<file path="src/rtl/frx_pkg.sv">
package frx_pkg;
  typedef enum logic {
    RX_HUNT = 1'b0,
    RX_RUN  = 1'b1
  } rx_state_e;
endpackage

</file>
<file path="src/rtl/frx_sync.sv">
module frx_sync #(
  parameter int STAGES = 2
) (
  input  logic clk_i,
  input  logic rst_ni,
  input  logic d_i,
  output logic q_o
);
  logic [STAGES-1:0] chain_q;

  generate
    if (STAGES == 1) begin : g_one
      always_ff @(posedge clk_i or negedge rst_ni) begin
        if (!rst_ni) chain_q <= 1'b1;
        else         chain_q <= d_i;
      end
    end else begin : g_many
      always_ff @(posedge clk_i or negedge rst_ni) begin
        if (!rst_ni) chain_q <= '1;
        else         chain_q <= {chain_q[STAGES-2:0], d_i};
      end
    end
  endgenerate

  assign q_o = chain_q[STAGES-1];
endmodule

</file>
<file path="src/rtl/frx_bit_timer.sv">
module frx_bit_timer #(
  parameter int OSR = 64
) (
  input  logic clk_i,
  input  logic rst_ni,
  input  logic restart_i,
  input  logic run_i,
  output logic mid_o
);
  localparam int CW = $clog2(OSR);
  localparam logic [CW-1:0] MID  = CW'(OSR / 2 - 1);
  localparam logic [CW-1:0] LAST = CW'(OSR - 1);

  logic [CW-1:0] cnt_q;

  always_ff @(posedge clk_i or negedge rst_ni) begin
    if (!rst_ni)        cnt_q <= '0;
    else if (restart_i) cnt_q <= '0;
    else if (run_i)     cnt_q <= (cnt_q == LAST) ? '0 : cnt_q + 1'b1;
  end

  assign mid_o = run_i && (cnt_q == MID);
endmodule

</file>
<file path="src/rtl/frx_shift.sv">
module frx_shift #(
  parameter int W = 9
) (
  input  logic         clk_i,
  input  logic         rst_ni,
  input  logic         en_i,
  input  logic         bit_i,
  output logic [W-1:0] word_o
);
  logic [W-1:0] sh_q;

  // lsb-first line: newest bit enters at the top
  always_ff @(posedge clk_i or negedge rst_ni) begin
    if (!rst_ni)   sh_q <= '0;
    else if (en_i) sh_q <= {bit_i, sh_q[W-1:1]};
  end

  assign word_o = sh_q;
endmodule

</file>
<file path="src/rtl/frx_addr_rx.sv">
module frx_addr_rx
  import frx_pkg::*;
#(
  parameter int OSR         = 64,
  parameter int ADDR_W      = 7,
  parameter int SYNC_STAGES = 2
) (
  input  logic              clk_i,
  input  logic              rst_ni,
  input  logic              rx_i,
  input  logic [ADDR_W-1:0] addr_i,
  output logic              vap_o,
  output logic [ADDR_W-1:0] cmd_o,
  output logic              cmd_stb_o
);
  localparam int DATA_W     = ADDR_W + 1;
  localparam int SH_W       = DATA_W + 1;
  localparam int FRAME_BITS = DATA_W + 3;
  localparam int IDX_W      = $clog2(FRAME_BITS);
  localparam logic [IDX_W-1:0] STOP_IDX = IDX_W'(FRAME_BITS - 1);

  rx_state_e         state_q;
  logic [IDX_W-1:0]  idx_q;
  logic              rx_s, mid, start_det, shift_en, done, glitch;
  logic [SH_W-1:0]   sh;
  logic [DATA_W-1:0] word;
  logic              frame_ok, is_addr, match, arm_next;
  logic              armed_q, vap_q, stb_q;
  logic [ADDR_W-1:0] cmd_q;

  frx_sync #(.STAGES(SYNC_STAGES)) u_sync (
    .clk_i (clk_i),
    .rst_ni(rst_ni),
    .d_i   (rx_i),
    .q_o   (rx_s)
  );

  assign start_det = (state_q == RX_HUNT) && !rx_s;

  frx_bit_timer #(.OSR(OSR)) u_timer (
    .clk_i    (clk_i),
    .rst_ni   (rst_ni),
    .restart_i(start_det),
    .run_i    (state_q == RX_RUN),
    .mid_o    (mid)
  );

  assign shift_en = mid && (idx_q != '0) && (idx_q != STOP_IDX);
  assign done     = mid && (idx_q == STOP_IDX);
  assign glitch   = mid && (idx_q == '0) && rx_s;

  frx_shift #(.W(SH_W)) u_shift (
    .clk_i (clk_i),
    .rst_ni(rst_ni),
    .en_i  (shift_en),
    .bit_i (rx_s),
    .word_o(sh)
  );

  assign word     = sh[DATA_W-1:0];
  assign frame_ok = rx_s && !(^sh);
  assign is_addr  = word[DATA_W-1];
  assign match    = (word[ADDR_W-1:0] == addr_i);
  assign arm_next = frame_ok && is_addr && match;

  always_ff @(posedge clk_i or negedge rst_ni) begin
    if (!rst_ni) begin
      state_q <= RX_HUNT;
      idx_q   <= '0;
    end else if (start_det) begin
      state_q <= RX_RUN;
      idx_q   <= '0;
    end else if (glitch || done) begin
      state_q <= RX_HUNT;
      idx_q   <= '0;
    end else if (mid) begin
      idx_q   <= idx_q + 1'b1;
    end
  end

  always_ff @(posedge clk_i or negedge rst_ni) begin
    if (!rst_ni) begin
      armed_q <= 1'b0;
      vap_q   <= 1'b0;
      stb_q   <= 1'b0;
      cmd_q   <= '0;
    end else begin
      vap_q <= done && arm_next;
      stb_q <= done && frame_ok && !is_addr && armed_q;
      if (done) armed_q <= arm_next;
      if (done && frame_ok && !is_addr && armed_q) cmd_q <= word[ADDR_W-1:0];
    end
  end

  assign vap_o     = vap_q;
  assign cmd_stb_o = stb_q;
  assign cmd_o     = cmd_q;
endmodule

</file>
<file path="config.mk">
export PLATFORM = sky130hd
export DESIGN_NAME = frx_addr_rx
export DESIGN_NICKNAME = d
export VERILOG_FILES = /design/src/rtl/frx_pkg.sv /design/src/rtl/frx_sync.sv /design/src/rtl/frx_bit_timer.sv /design/src/rtl/frx_shift.sv /design/src/rtl/frx_addr_rx.sv
export SDC_FILE = /design/constraint.sdc
export NUM_CORES = 1
export LEC_CHECK = 0
export ABC_AREA = 1
export ABC_CLOCK_PERIOD_IN_PS = 1750
export BUFFER_PORTS_ARGS = -buffer_cell sky130_fd_sc_hd__buf_2
export CAP_MARGIN = 20
export CORE_ASPECT_RATIO = 0.7
export CORE_MARGIN = 2
export CORE_UTILIZATION = 60
export CTS_BUF_LIST = sky130_fd_sc_hd__clkbuf_8
export CTS_CLUSTER_DIAMETER = 30
export DETAILED_ROUTE_END_ITERATION = 6
export PLACE_DENSITY_LB_ADDON = 0.15
export SYNTH_ARGS = -nofsm -noshare
export SYNTH_HDL_FRONTEND = slang
export SYNTH_SLANG_ARGS = --single-unit
</file>
<file path="constraint.sdc">
create_clock -name clk_i -period 1.75 [get_ports clk_i]
set_input_delay 0.175 -clock clk_i [delete_from_list [all_inputs] [get_ports clk_i]]
set_output_delay 0.175 -clock clk_i [all_outputs]
set_load 0.02 [all_outputs]
</file>
# ---- After elaboration in Yosys (flattened, before gate mapping)
# Cells that the tools add are included.
dict set report word_totals {
  ff_bits 32
  latchBits 0
  mem_bits_rw 0
  mem_bits_ro 0
  input_bits 10
  output_inout_bits 9
  wordCells 49
  n_memories 0
}
dict set report op_classes {
  n_addsub 2
  mul 0
  div_mod_pow 0
  n_lt_le_gt_ge 0
  eq_ne 5
  n_shift 0
  mux 8
  n_bitwise 1
  reduce_logical 24
}
# operator n
set ops {}
lappend ops {{$mux 6} 3}
lappend ops {{$logic_and 1x1->1} 14}
lappend ops {{$mux 4} 3}
lappend ops {{$reduce_xor 9->1} 1}
lappend ops {{$eq 7x7->1} 1}
lappend ops {{$add 6x1->6 const B} 1}
lappend ops {{$eq 6x5->1 const B} 1}
lappend ops {{$eq 6x6->1 const B} 1}
lappend ops {{$add 4x1->4 const B} 1}
lappend ops {{$eq 4x4->1 const B} 1}
lappend ops {{$logic_not 4->1} 1}
lappend ops {{$ne 4x4->1 const B} 1}
lappend ops {{$reduce_bool 2->1} 2}
lappend ops {{$reduce_bool 4->1} 1}
lappend ops {{$logic_not 1->1} 3}
lappend ops {{$reduce_bool 3->1} 1}
lappend ops {{$mux 1} 2}
lappend ops {{$logic_or 1x1->1} 1}
lappend ops {{$not 1->1} 1}

# ---- Depth between registers and ports, before layout
dict set report logic_depth {
  word_depth 7
  ltp_mapped 11
  mapped_depth_nobuf 11
}

# ---- Cells and area by module
# Synthesis repeated with hierarchy kept, for this count alone.
dict set report unflattened {
  hier_cells 232
  area_unflattened_um2 1746.7
}
# module instances cells_each area_per_inst_um2 seq_area_each_um2
set modules_own_cells {}
lappend modules_own_cells {frx_addr_rx 1 142 989.7 375.4}
lappend modules_own_cells {frx_bit_timer 1 50 362.8 150.1}
lappend modules_own_cells {frx_shift 1 38 341.6 225.2}
lappend modules_own_cells {frx_sync 1 2 52.6 52.6}

# ---- Least setup slack after synthesis
# OpenSTA, ideal clock, no wires.
dict set report synth_timing {
  kind {register to register}
  startpoint {reg idx_q[0]}
  endpoint {reg cmd_q[0] (netlist: cmd_o[0])}
  setup_time_ns 0.118
  arrival_ns 1.356
  setup_slack_ns 0.276
  path_stages_with_launch 10
  path_buffers 0
  period_less_slack_ns 1.474
  path_cell_list {dfrtp_1 inv_1 ha_1 nand2_1 nor2_1 nand4_2 nor2_2 nand4_2 nand2_1 nand2_1}
}
dict set report synth_between {
  elab_chain_cells 5
}
# item line
set synth_lines {}
lappend synth_lines {{from (decl)} frx_addr_rx.sv:23} ;# logic [IDX_W-1:0] idx_q;
lappend synth_lines {{from (signal assigned)} frx_addr_rx.sv:77} ;# idx_q <= idx_q + 1'b1;
lappend synth_lines {{$eq 4x4->1} frx_addr_rx.sv:49} ;# assign done = mid && (idx_q == STOP_IDX);
lappend synth_lines {{$logic_and 1x1->1} frx_addr_rx.sv:49}
lappend synth_lines {{$logic_and 1x1->1 (3 in series)} frx_addr_rx.sv:91} ;# if (done && frame_ok && !is_addr && armed_q) cmd_q <= word[ADDR_W-1:0];
lappend synth_lines {{to (signal assigned)} frx_addr_rx.sv:91}
lappend synth_lines {{to (decl)} frx_addr_rx.sv:29} ;# logic [ADDR_W-1:0] cmd_q;
# Every way passes these cells.
# A chain may end at the register's enable or synchronous reset.

# ---- Final worst setup path
# Ends and elaborated chain as after synthesis.

==> results.toml <==
[worst_setup_path]
crit_path_end_kind = "register"
start_kind = "register"
cp_max_fo = 8
cp.required_ps = 1920
cp.arrival_ps = 1830
worstSetupPathType = "register to register"

[yosys]
syn_inst = 210
synth_area_per_cell_um2 = 8.20
synth_cell_type_count = 31
synth_seq_cells = 32
ys_seq_area_frac = 0.467
syn_area_um2 = 1720
syn_nets = 224
yosysWarnings = 0

[place]
dp_slack_ps = -24.5
dpl.cell_count = 265
dpl.hpwl_um = 2580
gp_congestion = 0.852
io_buffer_count = 18

[floorplan]
die_y_um = 48.8
die_area_um2 = 3320
io_pins = 19
die_width_um = 68.0
coreArea_um2 = 2760
num_rows = 16
initial_core_util = 0.623

[power]
powerDensity_nw_per_um2 = 902
p_leak_nw = 1.01
vdd_drop_max_uv = 452

[grt]
grt_overflow = 0
antenna_found_initial = 0
grt_pass1_vias = 1280
grt_first_pass_wirelength_um = 5840
grt_max_degree = 33
grt_use_total = 0.243

[timing]
hold_viol_final = 0
worst_slew_pin_slew_ps = 689
finalWorstSetupSlack_ps = 86.0
slew_headroom = 0.541
period_minus_slack_ps = 1660
fin_worst_skew_ps = 3.58
fmax_ghz = 0.601
slew_viol_final = 0
post-route-period-util = 0.951
rsz0062_at_grt = "yes"
setup_viol = 0

[drt]
drc = 0
postRouteAntennaNets = 0
wl_um = 3490
via_count = 1432
viasPerCell = 5.19
dr.pass1.iters = 5
wl_per_cell_um = 12.6
drt_iter0_drc = 93

[layout]
final_cell_mix = "81 x nand2_1, 30 x dfrtp_1, 22 x inv_1"
n_antenna_cell = 0
final_util = 0.730
fin_nets = 253
layout_commonest_cell = "nand2_1"
syn_to_final_growth_pct = 17.1
drive_gt1_frac = 0.233
fin_cells = 276

[cts]
clockRootBuffer = "clkbuf_8"
numCtsBuffers = 5
clk_latency_ps = 280
cts_buffer_depth = 2
cts.sinks = 32
clk_pin_slew_ps = 70
h-tree-depth = 2
cts_tree = "yes"

[status]
status = "finished, final reports clean"

[run]
max_cap_viol_count = 0

[worst_hold_path]
hp-class = "input port to register"
==> cells by family (layout without fill, tap and decap cells) <==
kind of cell | after synthesis | after routing | synth area share
buf+inv | 26 | 56 | 0.0618
fa+ha+maj | 4 | 4 | 0.0291
compound gates | 23 | 23 | 0.0887
simple gates | 119 | 119 | 0.323
flops | 32 | 32 | 0.467
xor+xnor | 6 | 6 | 0.0305
==> synth_stat cells, drive strengths merged <==
cell	instances	area, um2
buf	1	11.3
clkinv	1	5.00
nand2	82	310
ha	4	50.1
nand3	15	108
xnor2	3	26.3
nor4	1	6.26
a22oi	1	7.51
a21oi	3	15.0
nor2	14	78.8
or2	3	18.8
o211ai	1	7.51
o2111ai	1	8.76
inv	24	90.1
dfstp	2	52.6
o21ai	15	101
dfrtp	30	751
nor3	2	10.0
xor2	3	26.3
nand4	2	25.0
o22ai	2	12.5
==> through the flow <==
| stage | total power, W | TNS, ps | hold slack, ps | area (um2) |
|---|---|---|---|---|
| finish | 0.00182 | 0 | 316 | 2020 |
| global placement | 0.00118 | 0 | 249 | 1860 |
| floorplan | 0.00112 | 0 | -121 | 1720 |
| CTS | 0.00180 | 0 | 301 | 1990 |
| global route | 0.00192 | -96.7 | 327 | 2020 |
| detailed placement | 0.00121 | -24.5 | 258 | 1860 |
==> report_power, final <==
part | switching (W) | internal [W] | leakage, nW | total (W)
combinational | 0.000197 | 0.000133 | 0.542 | 0.000330
sequential | 0.0000841 | 0.000824 | 0.416 | 0.000908
clock | 0.000266 | 0.000313 | 0.0486 | 0.000580
total | 0.000547 | 0.00127 | 1.01 | 0.00182
==> layout make-up <==
type	instances	area, um2
multi-input cells	152	846
flip-flops and latches	32	803
fillers	229	747
repair buffers	23	133
inverters	25	95.1
clock buffers	6	82.6
well taps	36	45.0
clock inverters	2	11.3
==> path summary, 6_finish.rpt <==
path / depth (start not counted) / to / slack, ps / from
setup / recovery: 9 / cmd_o[0] / 90 / idx_q[0]
hold / removal: 6 / vap_o / 320 / addr_i[1]
setup reg to reg: 9 / cmd_o[0] / 90 / idx_q[0]
hold reg to reg: 0 / u_sync.chain_q[1] / 360 / u_sync.chain_q[0]
max in group asynchronous: 2 / cmd_o[1] / 840 / rst_ni
min in group asynchronous: 2 / u_timer.cnt_q[2] / 470 / rst_ni
==> per-layer routing <==
| metal | vias to the layer above | GRT usage | share of wire |
|---|---|---|---|
| met5 | - | 0 | 0 |
| met4 | 0 | 0.0967 | 0.015 |
| met3 | 8 | 0.0716 | 0.068 |
| met2 | 42 | 0.354 | 0.43 |
| met1 | 654 | 0.341 | 0.48 |
| li1 | 728 | - | - |
==> registers in the layout (all words and copies together), names as in the netlist <==
signal          cells
armed_q             1
u_timer.cnt_q       6
cmd_stb_o           1
cmd_o               7
vap_o               1
u_sync.chain_q      2
idx_q               4
state_q             1
u_shift.word_o      9
==> worst max-delay path: stages (launching register included) <==
cell     delay (ps)
dfrtp_1         410
inv_2            90
ha_1            150
nand2_1          60
nor2_2          170
nand4_2         140
nor2_4          200
nand4_4         150
nand2_1         120
nand2_1          60
==> timing repair <==
| item | CTS | global route |
|---|---|---|
| hold buffers | 2 | 0 |
| setup endpoints to repair | 2 | 15 |
| buffers inserted | 0 | 1 |
| gates resized for setup | 2 | 5 |
| pin swaps | 0 | 5 |
| hold endpoints to repair | 31 | 0 |
No activity file was read; power rests on OpenSTA's default activity.
